File: src/rtl/pce_pkg.sv
package pce_pkg;
  localparam logic [7:0] PWR_MSG_TYPE = 8'hFF;
  localparam logic [3:0] SUB_WR  = 4'd0;
  localparam logic [3:0] SUB_RD  = 4'd1;
  localparam logic [3:0] SUB_RMW = 4'd2;

  localparam logic [7:0] ERR_NONE = 8'd0;
  localparam logic [7:0] ERR_SIZE = 8'd1;
  localparam logic [7:0] ERR_SUB  = 8'd2;
  localparam logic [7:0] ERR_TYPE = 8'd3;

  typedef enum logic [1:0] {OP_WR, OP_RD, OP_RMW} op_e;

  typedef enum logic [2:0] {
    S_IDLE, S_WR, S_RD_ISS, S_RD_CAP, S_RMW_RD, S_RMW_WR, S_DONE
  } state_e;
endpackage

File: src/rtl/pce_decode.sv
module pce_decode
  import pce_pkg::*;
#(
  parameter int MAX_ITEMS = 5,
  localparam int CNT_W = $clog2(MAX_ITEMS + 1)
) (
  input  logic [7:0]       msg_type,
  input  logic [3:0]       sub,
  input  logic [7:0]       size,
  output op_e              op,
  output logic [CNT_W-1:0] n_items,
  output logic [7:0]       code
);
  always_comb begin
    op      = OP_WR;
    n_items = '0;
    code    = ERR_NONE;
    if (msg_type != PWR_MSG_TYPE) begin
      code = ERR_TYPE;
    end else begin
      case (sub)
        SUB_WR: begin
          op = OP_WR;
          for (int i = 1; i <= MAX_ITEMS; i++)
            if (int'(size) == 3 * i) n_items = CNT_W'(i);
        end
        SUB_RD: begin
          op = OP_RD;
          for (int i = 1; i <= MAX_ITEMS; i++)
            if (int'(size) == 2 * i) n_items = CNT_W'(i);
        end
        SUB_RMW: begin
          op = OP_RMW;
          if (size == 8'd4) n_items = CNT_W'(1);
        end
        default: code = ERR_SUB;
      endcase
      if (code == ERR_NONE && n_items == '0) code = ERR_SIZE;
    end
  end
endmodule

File: src/rtl/pce_seq.sv
module pce_seq
  import pce_pkg::*;
#(
  parameter int MAX_ITEMS = 5,
  parameter int OB_BYTES  = 16,
  parameter int IB_BYTES  = 16,
  localparam int CNT_W    = $clog2(MAX_ITEMS + 1),
  localparam int IB_IDX_W = $clog2(IB_BYTES)
) (
  input  logic                  clk,
  input  logic                  rst_n,
  input  logic                  db_valid,
  input  op_e                   dec_op,
  input  logic [CNT_W-1:0]      dec_n,
  input  logic [7:0]            dec_code,
  input  logic [OB_BYTES*8-1:0] ob_buf,
  output logic                  reg_en,
  output logic                  reg_we,
  output logic [15:0]           reg_addr,
  output logic [7:0]            reg_wdata,
  input  logic [7:0]            reg_rdata,
  output logic                  ib_we,
  output logic [IB_IDX_W-1:0]   ib_idx,
  output logic [7:0]            ib_data,
  output logic                  done,
  output logic                  err,
  output logic [7:0]            err_code
);
  state_e           state_q, state_d;
  op_e              op_q, op_d;
  logic [CNT_W-1:0] cnt_q, cnt_d, k_q, k_d;
  logic [7:0]       code_q, code_d;
  logic             last_item;

  function automatic logic [7:0] ob_byte(input int unsigned idx);
    return ob_buf[idx*8 +: 8];
  endfunction

  assign last_item = (k_q == cnt_q - CNT_W'(1));

  // next-state logic
  always_comb begin
    state_d = state_q;
    op_d    = op_q;
    cnt_d   = cnt_q;
    k_d     = k_q;
    code_d  = code_q;
    case (state_q)
      S_IDLE: if (db_valid) begin
        op_d   = dec_op;
        cnt_d  = dec_n;
        k_d    = '0;
        code_d = dec_code;
        if (dec_code != ERR_NONE) state_d = S_DONE;
        else begin
          case (dec_op)
            OP_WR:   state_d = S_WR;
            OP_RD:   state_d = S_RD_ISS;
            default: state_d = S_RMW_RD;
          endcase
        end
      end
      S_WR: begin
        if (last_item) state_d = S_DONE;
        else k_d = k_q + CNT_W'(1);
      end
      S_RD_ISS: state_d = S_RD_CAP;
      S_RD_CAP: begin
        if (last_item) state_d = S_DONE;
        else begin
          k_d     = k_q + CNT_W'(1);
          state_d = S_RD_ISS;
        end
      end
      S_RMW_RD: state_d = S_RMW_WR;
      S_RMW_WR: state_d = S_DONE;
      default:  state_d = S_IDLE;
    endcase
  end

  // state registers
  always_ff @(posedge clk or negedge rst_n) begin
    if (!rst_n) begin
      state_q <= S_IDLE;
      op_q    <= OP_WR;
      cnt_q   <= '0;
      k_q     <= '0;
      code_q  <= ERR_NONE;
    end else begin
      state_q <= state_d;
      op_q    <= op_d;
      cnt_q   <= cnt_d;
      k_q     <= k_d;
      code_q  <= code_d;
    end
  end

  // output decode
  always_comb begin
    int unsigned a_lo;
    a_lo      = 2 * int'(k_q);
    reg_en    = 1'b0;
    reg_we    = 1'b0;
    reg_addr  = {ob_byte(a_lo + 1), ob_byte(a_lo)};
    reg_wdata = '0;
    ib_we     = 1'b0;
    ib_idx    = IB_IDX_W'(k_q);
    ib_data   = reg_rdata;
    done      = 1'b0;
    case (state_q)
      S_WR: begin
        reg_en    = 1'b1;
        reg_we    = 1'b1;
        reg_wdata = ob_byte(2 * int'(cnt_q) + int'(k_q));
      end
      S_RD_ISS, S_RMW_RD: reg_en = 1'b1;
      S_RD_CAP: ib_we = 1'b1;
      S_RMW_WR: begin
        reg_en    = 1'b1;
        reg_we    = 1'b1;
        reg_wdata = (reg_rdata & ~ob_byte(3)) | (ob_byte(2) & ob_byte(3));
      end
      S_DONE: done = 1'b1;
      default: ;
    endcase
  end

  assign err      = done && (code_q != ERR_NONE);
  assign err_code = done ? code_q : ERR_NONE;

  // done never lasts two cycles
  a_r7_done_pulse: assert property (@(posedge clk) disable iff (!rst_n)
    done |=> !done);
  // a rejected command completes the next cycle with its code
  a_r3_reject_fast: assert property (@(posedge clk) disable iff (!rst_n)
    (state_q == S_IDLE && db_valid && dec_code != ERR_NONE)
      |=> (done && !reg_en && err_code == $past(dec_code)));
  // an inbound write always follows a read strobe
  a_r5_ib_after_read: assert property (@(posedge clk) disable iff (!rst_n)
    ib_we |-> ($past(reg_en) && !$past(reg_we)));
  // the merged write hits the address read one cycle earlier
  a_r6_rmw_same_addr: assert property (@(posedge clk) disable iff (!rst_n)
    (reg_en && reg_we && op_q == OP_RMW)
      |-> ($past(reg_en) && !$past(reg_we) && $past(reg_addr) == reg_addr));
  // a doorbell while busy changes nothing latched
  a_r8_busy_ignore: assert property (@(posedge clk) disable iff (!rst_n)
    (db_valid && state_q != S_IDLE && state_q != S_DONE)
      |=> ($stable(op_q) && $stable(cnt_q)));
  // access, inbound write and done never overlap
  a_r4_exclusive: assert property (@(posedge clk) disable iff (!rst_n)
    $onehot0({reg_en, ib_we, done}));
endmodule

File: src/rtl/pwr_cmd_engine.sv
module pwr_cmd_engine
  import pce_pkg::*;
#(
  parameter int MAX_ITEMS = 5,
  parameter int OB_BYTES  = 16,
  parameter int IB_BYTES  = 16,
  localparam int CNT_W    = $clog2(MAX_ITEMS + 1),
  localparam int IB_IDX_W = $clog2(IB_BYTES)
) (
  input  logic                  clk,
  input  logic                  rst_n,
  input  logic                  db_valid,
  input  logic [7:0]            db_type,
  input  logic [3:0]            db_sub,
  input  logic [7:0]            db_size,
  input  logic [OB_BYTES*8-1:0] ob_buf,
  output logic                  reg_en,
  output logic                  reg_we,
  output logic [15:0]           reg_addr,
  output logic [7:0]            reg_wdata,
  input  logic [7:0]            reg_rdata,
  output logic                  ib_we,
  output logic [IB_IDX_W-1:0]   ib_idx,
  output logic [7:0]            ib_data,
  output logic                  done,
  output logic                  err,
  output logic [7:0]            err_code
);
  op_e              dec_op;
  logic [CNT_W-1:0] dec_n;
  logic [7:0]       dec_code;

  pce_decode #(.MAX_ITEMS(MAX_ITEMS)) u_dec (
    .msg_type(db_type), .sub(db_sub), .size(db_size),
    .op(dec_op), .n_items(dec_n), .code(dec_code)
  );

  pce_seq #(.MAX_ITEMS(MAX_ITEMS), .OB_BYTES(OB_BYTES), .IB_BYTES(IB_BYTES)) u_seq (
    .clk(clk), .rst_n(rst_n), .db_valid(db_valid),
    .dec_op(dec_op), .dec_n(dec_n), .dec_code(dec_code), .ob_buf(ob_buf),
    .reg_en(reg_en), .reg_we(reg_we), .reg_addr(reg_addr),
    .reg_wdata(reg_wdata), .reg_rdata(reg_rdata),
    .ib_we(ib_we), .ib_idx(ib_idx), .ib_data(ib_data),
    .done(done), .err(err), .err_code(err_code)
  );
endmodule

File: config.mk
export PLATFORM = sky130hd
export DESIGN_NAME = pwr_cmd_engine
export DESIGN_NICKNAME = d
export VERILOG_FILES = /design/src/rtl/pce_pkg.sv /design/src/rtl/pce_decode.sv /design/src/rtl/pce_seq.sv /design/src/rtl/pwr_cmd_engine.sv
export SDC_FILE = /design/constraint.sdc
export NUM_CORES = 1
export LEC_CHECK = 0
export CORE_AREA = 5 5 121 112
export CTS_BUF_LIST = sky130_fd_sc_hd__clkbuf_16
export CTS_CLUSTER_DIAMETER = 200
export DETAILED_ROUTE_END_ITERATION = 10
export DIE_AREA = 0 0 126 117
export PLACE_DENSITY_LB_ADDON = 0.05
export SETUP_SLACK_MARGIN = 0.3
export SLEW_MARGIN = 20
export SYNTH_ARGS = -nofsm -noshare
export SYNTH_HDL_FRONTEND = slang
export SYNTH_HIERARCHICAL = 1
export SYNTH_SLANG_ARGS = --single-unit
File: constraint.sdc
create_clock -name clk -period 3.45 [get_ports clk]
set_input_delay 0.345 -clock clk [delete_from_list [all_inputs] [get_ports clk]]
set_output_delay 0.345 -clock clk [all_outputs]
set_load 0.02 [all_outputs]
-- After elaboration in Yosys (flattened, before gate mapping)
Index checks and enable logic that the tools add are counted.
- add/subtract/negate cells: 4
- equality and inequality tests: 24
- shifts and indexed selects: 3
- mux-type cells: 35
- bitwise operators: 4
- reductions and logical operators: 17
- operators by type and width (kind ; count):
    $shiftx 128x33->8 ; 2
    $shiftx 128x8->8 ; 1
    $eq 8x5->1 const B ; 5
    $mux 3 ; 12
    $mux 8 ; 4
    $eq 8x3->1 const B ; 3
    $pmux 3 s6 ; 1
    $and 8x8->8 ; 2
    $eq 8x4->1 const B ; 2
    $pmux 8 s2 ; 1
    $reduce_bool 8->1 ; 2
    $mux 2 ; 6
    $pmux 3 s2 ; 2
    $eq 3x3->1 const B ; 3
    $pmux 3 s3 ; 1
    $logic_not 8->1 ; 1
    $ne 8x8->1 const B ; 1
    $not 8->8 ; 1
    $or 8x8->8 ; 1
    $mux 1 ; 7
    $eq 3x2->1 const B ; 2
    $logic_not 3->1 ; 2
    $add 4x1->5 const B ; 1
    $add 4x3->5 ; 1
    other kinds (19) ; 23
- bits in registers: 17
- input bits: 159
- logic and storage cells: 91

-- Depth between registers and ports, before layout
Gate-level depths: netlist of the first run.
- word-level depth: 16
- gate-level depth with buffers: 9
- gate-level depth less buffers: 8

-- By module
Netlist of the first run, hierarchy kept.
- by module, submodules not included (module ; times used ; cells each ; area an instance (um^2)):
    pce_seq ; 1 ; 254 ; 3256.9
    pce_decode ; 1 ; 47 ; 311.5

-- Worst setup path before layout of the first run
OpenSTA, ideal clock, no wires.
- path kind: register -> output
- start point: register u_seq.k_q[1]
- end point: output port reg_wdata[3]
- arrival: 2.671 ns
- required time: 3.105 ns
- path slack: 0.434 ns
- stages on the path, launching flop included: 7
- buffers on the path: 0
- cell sequence: dfrtp_1 -> ha_1 -> fa_1 -> xor2_2 -> mux4_2 -> mux2_2 -> o22ai_1
- word-level cells in the longest chain between the ends: 3
- ends and longest elaborated chain (item ; RTL line ; RTL):
    start: declaration ; pce_seq.sv:31 ; logic [CNT_W-1:0] cnt_q, cnt_d, k_q, k_d;
    start signal: assignment ; pce_seq.sv:93 ; k_q <= k_d;
    $add 4x3->5 ; pce_seq.sv:114 ; reg_wdata = ob_byte(2 * int'(cnt_q) + int'(k_q));
    $shiftx 128x33->8 ; pce_seq.sv:36 ; return ob_buf[idx*8 +: 8];
    $pmux 8 s2 ; pce_seq.sv:110 ; case (state_q)
    end: declaration ; pwr_cmd_engine.sv:20 ; output logic [7:0] reg_wdata,
Every way passes these cells.

-- Final worst setup path of the first run
- start point: register u_seq.cnt_q[0]
- end point: output port reg_wdata[1]
- word-level cells in the longest chain between the ends: 3
- ends and longest elaborated chain (item ; RTL line ; RTL):
    start: declaration ; pce_seq.sv:31 ;
    start signal: assignment ; pce_seq.sv:92 ; cnt_q <= cnt_d;
    $add 4x3->5 ; pce_seq.sv:114 ;
    $shiftx 128x33->8 ; pce_seq.sv:36 ;
    $pmux 8 s2 ; pce_seq.sv:110 ;
Every way passes these cells.

==> results.yml, run 1 <==
synth:
  syn_area_um2: 3570
  synth_area_leaders: "mux4_2 35%, dfrtp_1 12%, mux2_2 9.8%"
  ys_ff_latch: 17
  ys_types: 49
  synth-edff-count: 0
  yosysSeqAreaShare: 0.119
  yosysTopAreaCell: "mux4_2"
  syn_avg_cell_area_um2: 11.9
  postSynthCellCount: 301
  ys_dominant_reg_cell: "dfrtp_1"
  yosysWarningCount: 6
  synthArstFlopShare: 1.00
  netlist.area_leader.share: 0.353
floorplan:
  rows: 39
  io_pins: 208
  die-width_um: 126
  dieArea_um2: 14700
  core_um2: 12300
  start_util: 0.290
  fp.dieH_um: 117
timing:
  hold_viol: 0
  clock_skew_ps: 4.59
  rsz0062_at_grt: "yes"
  max_slew.worst_pin.slew_ps: 814
  slew_violations: 0
  period_share: 0.920
  worst_slew_margin_rel: 0.456
  min_period_ps: 3180
  fmax_mhz: 315
  tns_ps: 0
  setup_violations: 0
routing:
  antenna_left: 0
  remaining_drc_errors: 0
  drt-initial-drc-count: 214
  top_layer_used: "met4"
  drt_wl_total_um: 13800
  route.met3.wl_um: 1120
  met2_length_um: 6620
  drtPass1Iterations: 4
  via_count: 3469
  via_per_inst: 5.26
  wl_met1_um: 5950
  avgRoutedWirePerCell_um: 20.9
critical_path:
  crit_type: "flip-flop to primary output"
  critPathRequiredTime_ps: 3110
  startpoint_type: "flip-flop"
  crit_top_cell: "buf_4"
  crit_family: "adder cells"
  path_buf_inv: 3
  reg2reg_slack_ps: 1410
  path_cells: "ha_4 -> fa_2 -> buf_12 -> buf_4 -> mux4_2 -> mux2i_1 -> mux2_2 -> o22ai_1 -> buf_4"
  crit_fanout: 5
  arrival_ps: 2830
  max_stage_delay_ps: 660
  worstSetupEndpointType: "primary output"
  crit_slowest_cell: "fa_2"
cells_and_area:
  finalNetCount: 661
  diodes: 0
  final.fill_count: 1129
  drive_gt1_frac: 0.258
  area_growth_syn_to_layout_pct: 66.9
  final_cell_count_no_fill: 660
cts:
  cts.sinks: 17
  cts_max_level: 1
  clkTransAtPathRegs_ps: 60
  cts_hold_buf: 0
  clock_latency_ps: 250
  cts_tree: "built"
  cts_buffers: 3
  root_buffer: "clkbuf_16"
  clockBufferDepth: 2
run_status:
  status: "finished clean"
placement:
  dpl.hpwl_um: 11100
  port_buffers: 206
  gp_congestion: 0.850
  placed_cells: 647
power:
  peakVddDrop_uv: 340
  p_per_area_nw_per_um2: 781
  p_leak_nw: 2.18
worst_hold_path:
  hp-class: "flip-flop to flip-flop"
global_route:
  antenna_found_initial: 0
  gr-total-overflow: 0
  grt_pass1_vias: 3611
  grt_max_degree: 44
  grt_util_all_layers: 0.175
  grt_pass1_wl_um: 20700
flow_run:
  cap_violations: 0
## final cells by class
type	instances	area, µm²	area share
clock buffers	3	75.1	0.0126
clock inverters	1	3.75	0.000630
inverters	7	26.3	0.00441
multi-input cells	242	2930	0.492
flip-flops and latches	17	430	0.0723
well taps	164	205	0.0345
repair buffers	226	2280	0.384
## routing by layer
layer  vias up  GRT usage
met3         6     0.0399
met1      1699      0.238
met5         -          0
met4         0     0.0172
li1       1601          -
met2       163      0.298
## cells in the mapped netlist, drive strengths merged, types with 2 or more instances
cell,n
nand4,4
conb,2
ha,4
nand2,11
mux2,32
o22ai,8
inv,7
xnor2,4
clkbuf,9
a21oi,2
nand3,2
mux4,63
nor3b,2
nor2b,6
and3,3
a31oi,3
nor2,11
nand2b,5
dfrtp,17
nor4,5
nor3,4
mux2i,29
o31ai,3
a211oi,2
buf,31
o21ai,7
and2,11
## metrics by stage
step	util	area (µm²)	hold WS, ps	setup slack (ps)	total power [W]
4_1_cts	0.477	5870	533	149	0.00451
3_3_place_gp	0.466	5730	528	91.9	0.00409
5_1_grt	0.484	5950	550	170	0.00494
6_report	0.484	5950	533	274	0.00465
2_1_floorplan	-	3590	49.4	434	0.00297
3_5_place_dp	0.466	5730	518	65.8	0.00410
## path summary, 6_finish.rpt
path,startpoint,end,depth (start not counted)
max in group asynchronous,rst_n,u_seq/k_q[0],1
hold reg to reg,u_seq/code_q[6],u_seq/code_q[6],1
setup / recovery,u_seq/cnt_q[0],reg_wdata[1],9
hold / removal,u_seq/code_q[6],u_seq/code_q[6],1
min in group asynchronous,rst_n,u_seq/state_q[1],1
setup reg to reg,u_seq/k_q[0],u_seq/k_q[2],6
## placed cells by master (no fill, tap or decap), types with 8 or more instances in the layout
cell type / netlist / routed
buf_4: 17 / 16
mux4_2: 56 / 56
and2_1: 10 / 10
nor2_1: 11 / 11
mux2_2: 31 / 28
mux2i_1: 29 / 29
dfrtp_1: 17 / 15
inv_1: 7 / 8
clkdlybuf4s50_1: 0 / 198
nand2_1: 11 / 11
## repair_timing
| item | CTS | global route |
|---|---|---|
| pin swaps | 0 | 2 |
| resized for setup | 31 | 18 |
| hold endpoints to repair | 0 | 0 |
| endpoints found under the setup margin | 8 | 7 |
| setup buffers | 3 | 5 |
| gates cloned | 1 | 0 |
## cells by family after synthesis
| logic type | count (synthesis) | share of synthesized area |
|---|---|---|
| other cells | 2 | 0.00210 |
| fa+ha+maj | 5 | 0.0196 |
| buf+inv | 47 | 0.0775 |
| simple gates | 67 | 0.105 |
| mux | 124 | 0.587 |
| xor+xnor | 6 | 0.0210 |
| compound gates | 33 | 0.0680 |
| flops | 17 | 0.119 |
## where the power goes
group          switching, W  total (W)  internal (W)
combinational       0.00162    0.00397       0.00235
sequential         0.000154   0.000448      0.000294
clock             0.0000796   0.000234      0.000154
total               0.00186    0.00465       0.00280
## state kept, by name, summed over array words and instances (netlist names)
name / cells
u_seq/k_q: 3
u_seq/state_q: 3
u_seq/code_q: 8
u_seq/cnt_q: 3
Power figures use the tool's default switching activity.
==> inputs of run 2 (changes only) <==
--- a/config.mk
+++ b/config.mk
@@ -6,12 +6,14 @@
 export NUM_CORES = 1
 export LEC_CHECK = 0
 export CORE_AREA = 5 5 121 112
-export CTS_BUF_LIST = sky130_fd_sc_hd__clkbuf_16
+export CTS_BUF_LIST = sky130_fd_sc_hd__clkbuf_4 sky130_fd_sc_hd__clkbuf_8
 export CTS_CLUSTER_DIAMETER = 200
 export DETAILED_ROUTE_END_ITERATION = 10
 export DIE_AREA = 0 0 126 117
 export PLACE_DENSITY_LB_ADDON = 0.05
+export RECOVER_POWER = 50
 export SETUP_SLACK_MARGIN = 0.3
+export SKIP_CTS_REPAIR_TIMING = 1
 export SLEW_MARGIN = 20
 export SYNTH_ARGS = -nofsm -noshare
 export SYNTH_HDL_FRONTEND = slang
==> results.yml, run 2 (synthesized netlist as in run 1, its figures left out) <==
run_status:
  status: "finished clean"
timing:
  min_period_ps: 3110
  clock_skew_ps: 6.14
  max_slew.worst_pin.slew_ps: 880
  fmax_mhz: 322
  worst_slew_margin_rel: 0.409
  slew_violations: 0
  setup_violations: 0
  period_share: 0.901
  hold_viol: 0
  tns_ps: 0
  rsz0062_at_grt: "yes"
placement:
  port_buffers: 206
  dpl.hpwl_um: 11100
  gp_congestion: 0.850
routing:
  drt_wl_total_um: 13800
  remaining_drc_errors: 0
  avgRoutedWirePerCell_um: 21.0
  via_count: 3461
  drtPass1Iterations: 4
  via_per_inst: 5.28
  drt-initial-drc-count: 208
  antenna_left: 0
critical_path:
  r2r_end: "u_seq/k_q[1]"
  arrival_ps: 2760
  r2r-start: "u_seq/k_q[2]"
  startpoint: "u_seq/k_q[1]"
  crit_fanout: 7
  worstSetupEndpointType: "primary output"
  reg2reg_slack_ps: 1090
  reg2regPathDepth: 5
  cp-endpoint: "reg_wdata[5]"
  startpoint_type: "flip-flop"
  crit_type: "flip-flop to primary output"
  critPathRequiredTime_ps: 3110
floorplan:
  rows: 39
  dieArea_um2: 14700
  die-width_um: 126
  start_util: 0.290
  io_pins: 208
  core_um2: 12300
  fp.dieH_um: 117
cells_and_area:
  diodes: 0
  largest_register_ffs: 8
  drive_gt1_frac: 0.240
  final_cell_mix: "187 x clkdlybuf4s50_1, 56 x mux4_2, 30 x mux2_2"
  area_growth_syn_to_layout_pct: 63.5
  final.fill_count: 1139
  regMostFlops: "u_seq/code_q"
  finalNetCount: 656
  final_common_cell: "clkdlybuf4s50_1"
global_route:
  gr-total-overflow: 0
  antenna_found_initial: 0
  grt_pass1_vias: 3589
  grt_util_all_layers: 0.173
  grt_pass1_wl_um: 20500
  grt_max_degree: 44
worst_hold_path:
  hp-class: "flip-flop to flip-flop"
  hold_depth: 1
power:
  p_per_area_nw_per_um2: 742
  peakVddDrop_uv: 300
  p_clk_frac: 0.037
  p_sw_frac: 0.410
  power.total_w: 0.00433
  p_int_w: 0.00255
  p_leak_nw: 2.17
  pwr-share-seq: 0.104
  p_comb_frac: 0.859
  switchingPower_w: 0.00178
cts:
  clock_latency_ps: 250
  clockBufferDepth: 2
  cts.sinks: 17
  cts_tree: "built"
  clkTransAtPathRegs_ps: 70
  root_buffer: "clkbuf_8"
  cts_max_level: 1
  cts_buffers: 3
flow_run:
  cap_violations: 0
## run 2: changes by cell type in the layout (fill, tap and decap cells not counted), sizes merged
cell / delta
inv: -1
clkbuf: +1
buf: -8
dlymetal6s2s: +3
clkdlybuf4s50: -11
dlygate4sd3: +11
## run 2: how the worst min path moves through the flow
| stage | startpoint | end | slack, ps |
|---|---|---|---|
| CTS | u_seq/code_q[6] | u_seq/code_q[6] | 540 |
| finish | u_seq/code_q[6] | u_seq/code_q[6] | 530 |
| detailed placement | u_seq/code_q[6] | u_seq/code_q[6] | 520 |
| global placement | u_seq/code_q[2] | u_seq/code_q[2] | 530 |
| global route | u_seq/code_q[6] | u_seq/code_q[6] | 550 |
| floorplan | rst_n | u_seq/cnt_q[0] | 50 |
## run 2: cell type report
class / count / area, µm² / area share
inverters: 7 / 26.3 / 0.00450
well taps: 164 / 205 / 0.0352
multi-input cells: 242 / 2900 / 0.496
repair buffers: 221 / 2230 / 0.382
clock buffers: 4 / 48.8 / 0.00837
flip-flops and latches: 17 / 430 / 0.0738
## run 2: per-layer routing
layer  GRT usage  vias to the layer above  wire length (µm)
met1       0.235                     1699              6030
met3      0.0395                        6              1070
li1            -                     1595                 -
met2       0.296                      161              6590
met5           0                        -                 0
met4      0.0157                        0                82
## run 2: critical path, stage by stage, from the launching register on
cell,delay [ps]
dfrtp_2,430
ha_4,170
fa_2,560
buf_4,210
mux4_2,520
mux2i_1,140
mux2_2,170
o22ai_1,70
dlymetal6s2s_1,230
## run 2: power by group through the flow
stage / sequential, W / combinational [W] / clock [W]
floorplan: 0.000366 / 0.00260 / 0
global placement: 0.000450 / 0.00364 / 0
detailed placement: 0.000447 / 0.00365 / 0
CTS: 0.000447 / 0.00366 / 0.000169
global route: 0.000475 / 0.00398 / 0.000178
finish: 0.000449 / 0.00372 / 0.000161
## run 2: through the flow
stage | hold WS (ps) | cells | util | area (µm²) | setup WS (ps)
CTS | 537 | 651 | 0.470 | 5780 | -235
detailed placement | 518 | 647 | 0.466 | 5730 | 65.8
global placement | 528 | 647 | 0.466 | 5730 | 91.9
floorplan | 49.4 | 306 | - | 3590 | 434
global route | 554 | 655 | 0.474 | 5830 | 212
finish | 535 | 655 | 0.474 | 5830 | 342
==> inputs of run 3 (changes only) <==
--- a/config.mk
+++ b/config.mk
@@ -5,11 +5,11 @@
 export SDC_FILE = /design/constraint.sdc
 export NUM_CORES = 1
 export LEC_CHECK = 0
-export CORE_AREA = 5 5 121 112
+export CORE_AREA = 2 2 118 109
 export CTS_BUF_LIST = sky130_fd_sc_hd__clkbuf_4 sky130_fd_sc_hd__clkbuf_8
 export CTS_CLUSTER_DIAMETER = 200
 export DETAILED_ROUTE_END_ITERATION = 10
-export DIE_AREA = 0 0 126 117
+export DIE_AREA = 0 0 120 111
 export PLACE_DENSITY_LB_ADDON = 0.05
 export RECOVER_POWER = 50
 export SETUP_SLACK_MARGIN = 0.3
==> results.yml, run 3 (synthesized netlist as in run 1, its figures left out) <==
run_status:
  status: "finished clean"
cells_and_area:
  final_common_cell: "clkdlybuf4s50_1"
  design_area_um2: 5870
  multi_input_area_um2: 2900
  drive_gt1_frac: 0.249
  seq_area_um2: 430
  largest_register_ffs: 8
  final_core_util: 0.479
  diodes: 0
  final_cell_mix: "186 x clkdlybuf4s50_1, 56 x mux4_2, 30 x mux2_2"
  final.fill_count: 1146
  finalNetCount: 659
  area_growth_syn_to_layout_pct: 64.4
  regMostFlops: "u_seq/code_q"
critical_path:
  crit_slowest_cell: "fa_2"
  r2r_end: "u_seq/k_q[1]"
  reg2regPathDepth: 5
  crit_type: "flip-flop to primary output"
  r2r-start: "u_seq/k_q[2]"
  startpoint_type: "flip-flop"
  critPathRequiredTime_ps: 3110
  path_cells: "ha_4 -> fa_2 -> clkbuf_16 -> mux4_2 -> mux2i_1 -> mux2_4 -> o22ai_1 -> buf_4"
  max_stage_delay_ps: 630
  arrival_ps: 2750
  reg2reg_slack_ps: 1080
  worstSetupEndpointType: "primary output"
  crit_fanout: 5
routing:
  drt-initial-drc-count: 186
  via_per_inst: 5.35
  avgRoutedWirePerCell_um: 20.4
  antenna_left: 0
  via_count: 3521
  remaining_drc_errors: 0
  drt_wl_total_um: 13400
  drtPass1Iterations: 4
timing:
  clock_skew_ps: 6.32
  fmax_mhz: 323
  tns_ps: 0
  max_slew.worst_pin.slew_ps: 844
  rsz0062_at_grt: "yes"
  hold_viol: 0
  worst_slew_margin_rel: 0.433
  period_share: 0.896
  min_period_ps: 3090
  setup_violations: 0
  fin_ws_ps: 357
  slew_violations: 0
floorplan:
  core_um2: 12200
  die-width_um: 120
  dieArea_um2: 13300
  fp.dieH_um: 111
  rows: 39
  io_pins: 208
  start_util: 0.291
power:
  peakVddDrop_uv: 305
  p_leak_nw: 2.17
  p_per_area_nw_per_um2: 745
cts:
  clock_latency_ps: 250
  cts_max_level: 1
  cts_tree: "built"
  cts_buffers: 3
  clkTransAtPathRegs_ps: 70
  cts.sinks: 17
  clockBufferDepth: 2
  root_buffer: "clkbuf_8"
placement:
  post-place-ws_ps: 60.7
  port_buffers: 206
  gp_congestion: 0.862
  dpl.hpwl_um: 10300
  place_area_um2: 5730
global_route:
  grt_pass1_vias: 3622
  antenna_found_initial: 0
  grt_max_degree: 44
  grt_pass1_wl_um: 20100
  grt_util_all_layers: 0.189
  gr-total-overflow: 0
worst_hold_path:
  hp-start: "u_seq/code_q[6]"
  hold_end: "u_seq/code_q[6]"
  hold_depth: 1
  hp-class: "flip-flop to flip-flop"
flow_run:
  cap_violations: 0
-- run 3: cell count changes in the layout (fill, tap and decap cells not counted), sizes merged --
cell / before / now
buf: 17 / 19
clkbuf: 7 / 8
dlygate4sd3: 11 / 12
dlymetal6s2s: 3 / 2
clkinv: 0 / 1
clkdlybuf4s50: 187 / 186
-- run 3: power breakdown --
part / internal, W / switching [W] / total [W]
clock network: 0.0000802 / 0.0000731 / 0.000153
registers: 0.000293 / 0.000173 / 0.000466
logic: 0.00220 / 0.00155 / 0.00375
total: 0.00257 / 0.00180 / 0.00437
-- run 3: worst max path at each step --
stage	startpoint	to	slack, ps	cells after the start
2_1_floorplan	u_seq/k_q[1]	reg_wdata[3]	430	6
3_3_place_gp	u_seq/k_q[1]	reg_wdata[3]	110	7
3_5_place_dp	u_seq/k_q[1]	reg_wdata[3]	60	7
4_1_cts	u_seq/k_q[1]	reg_wdata[3]	-220	7
5_1_grt	u_seq/cnt_q[0]	reg_wdata[2]	230	8
6_report	u_seq/cnt_q[0]	reg_wdata[7]	360	8
-- run 3: critical path: cells and delay by family, from the launching register on --
| kind | cells | cell delay (ps) |
|---|---|---|
| adders and majority gates | 2 | 810 |
| muxes | 3 | 810 |
| buffers and inverters | 2 | 380 |
| AOI/OAI and AO/OA | 1 | 70 |
| DFF | 1 | 420 |
-- run 3: per-layer routing --
metal,GRT usage,wire length [µm],up-vias
met3,0.0381,1030,12
met1,0.262,6020,1742
met2,0.315,6220,165
met4,0.0220,142,0
li1,-,-,1602
met5,0,0,-
-- run 3: final cells by class --
type                    count  share of cell area
repair buffers            224               0.385
well taps                 164              0.0350
inverters                   7             0.00448
flip-flops and latches     17              0.0734
multi-input cells         242               0.495
clock buffers               3             0.00704
clock inverters             1            0.000853
-- run 3: metrics by stage --
stage | total power [W] | hold slack [ps] | cells
floorplan | 0.00297 | 49.4 | 306
global placement | 0.00406 | 523 | 647
detailed placement | 0.00407 | 523 | 647
CTS | 0.00425 | 540 | 651
global route | 0.00466 | 555 | 658
finish | 0.00437 | 538 | 658
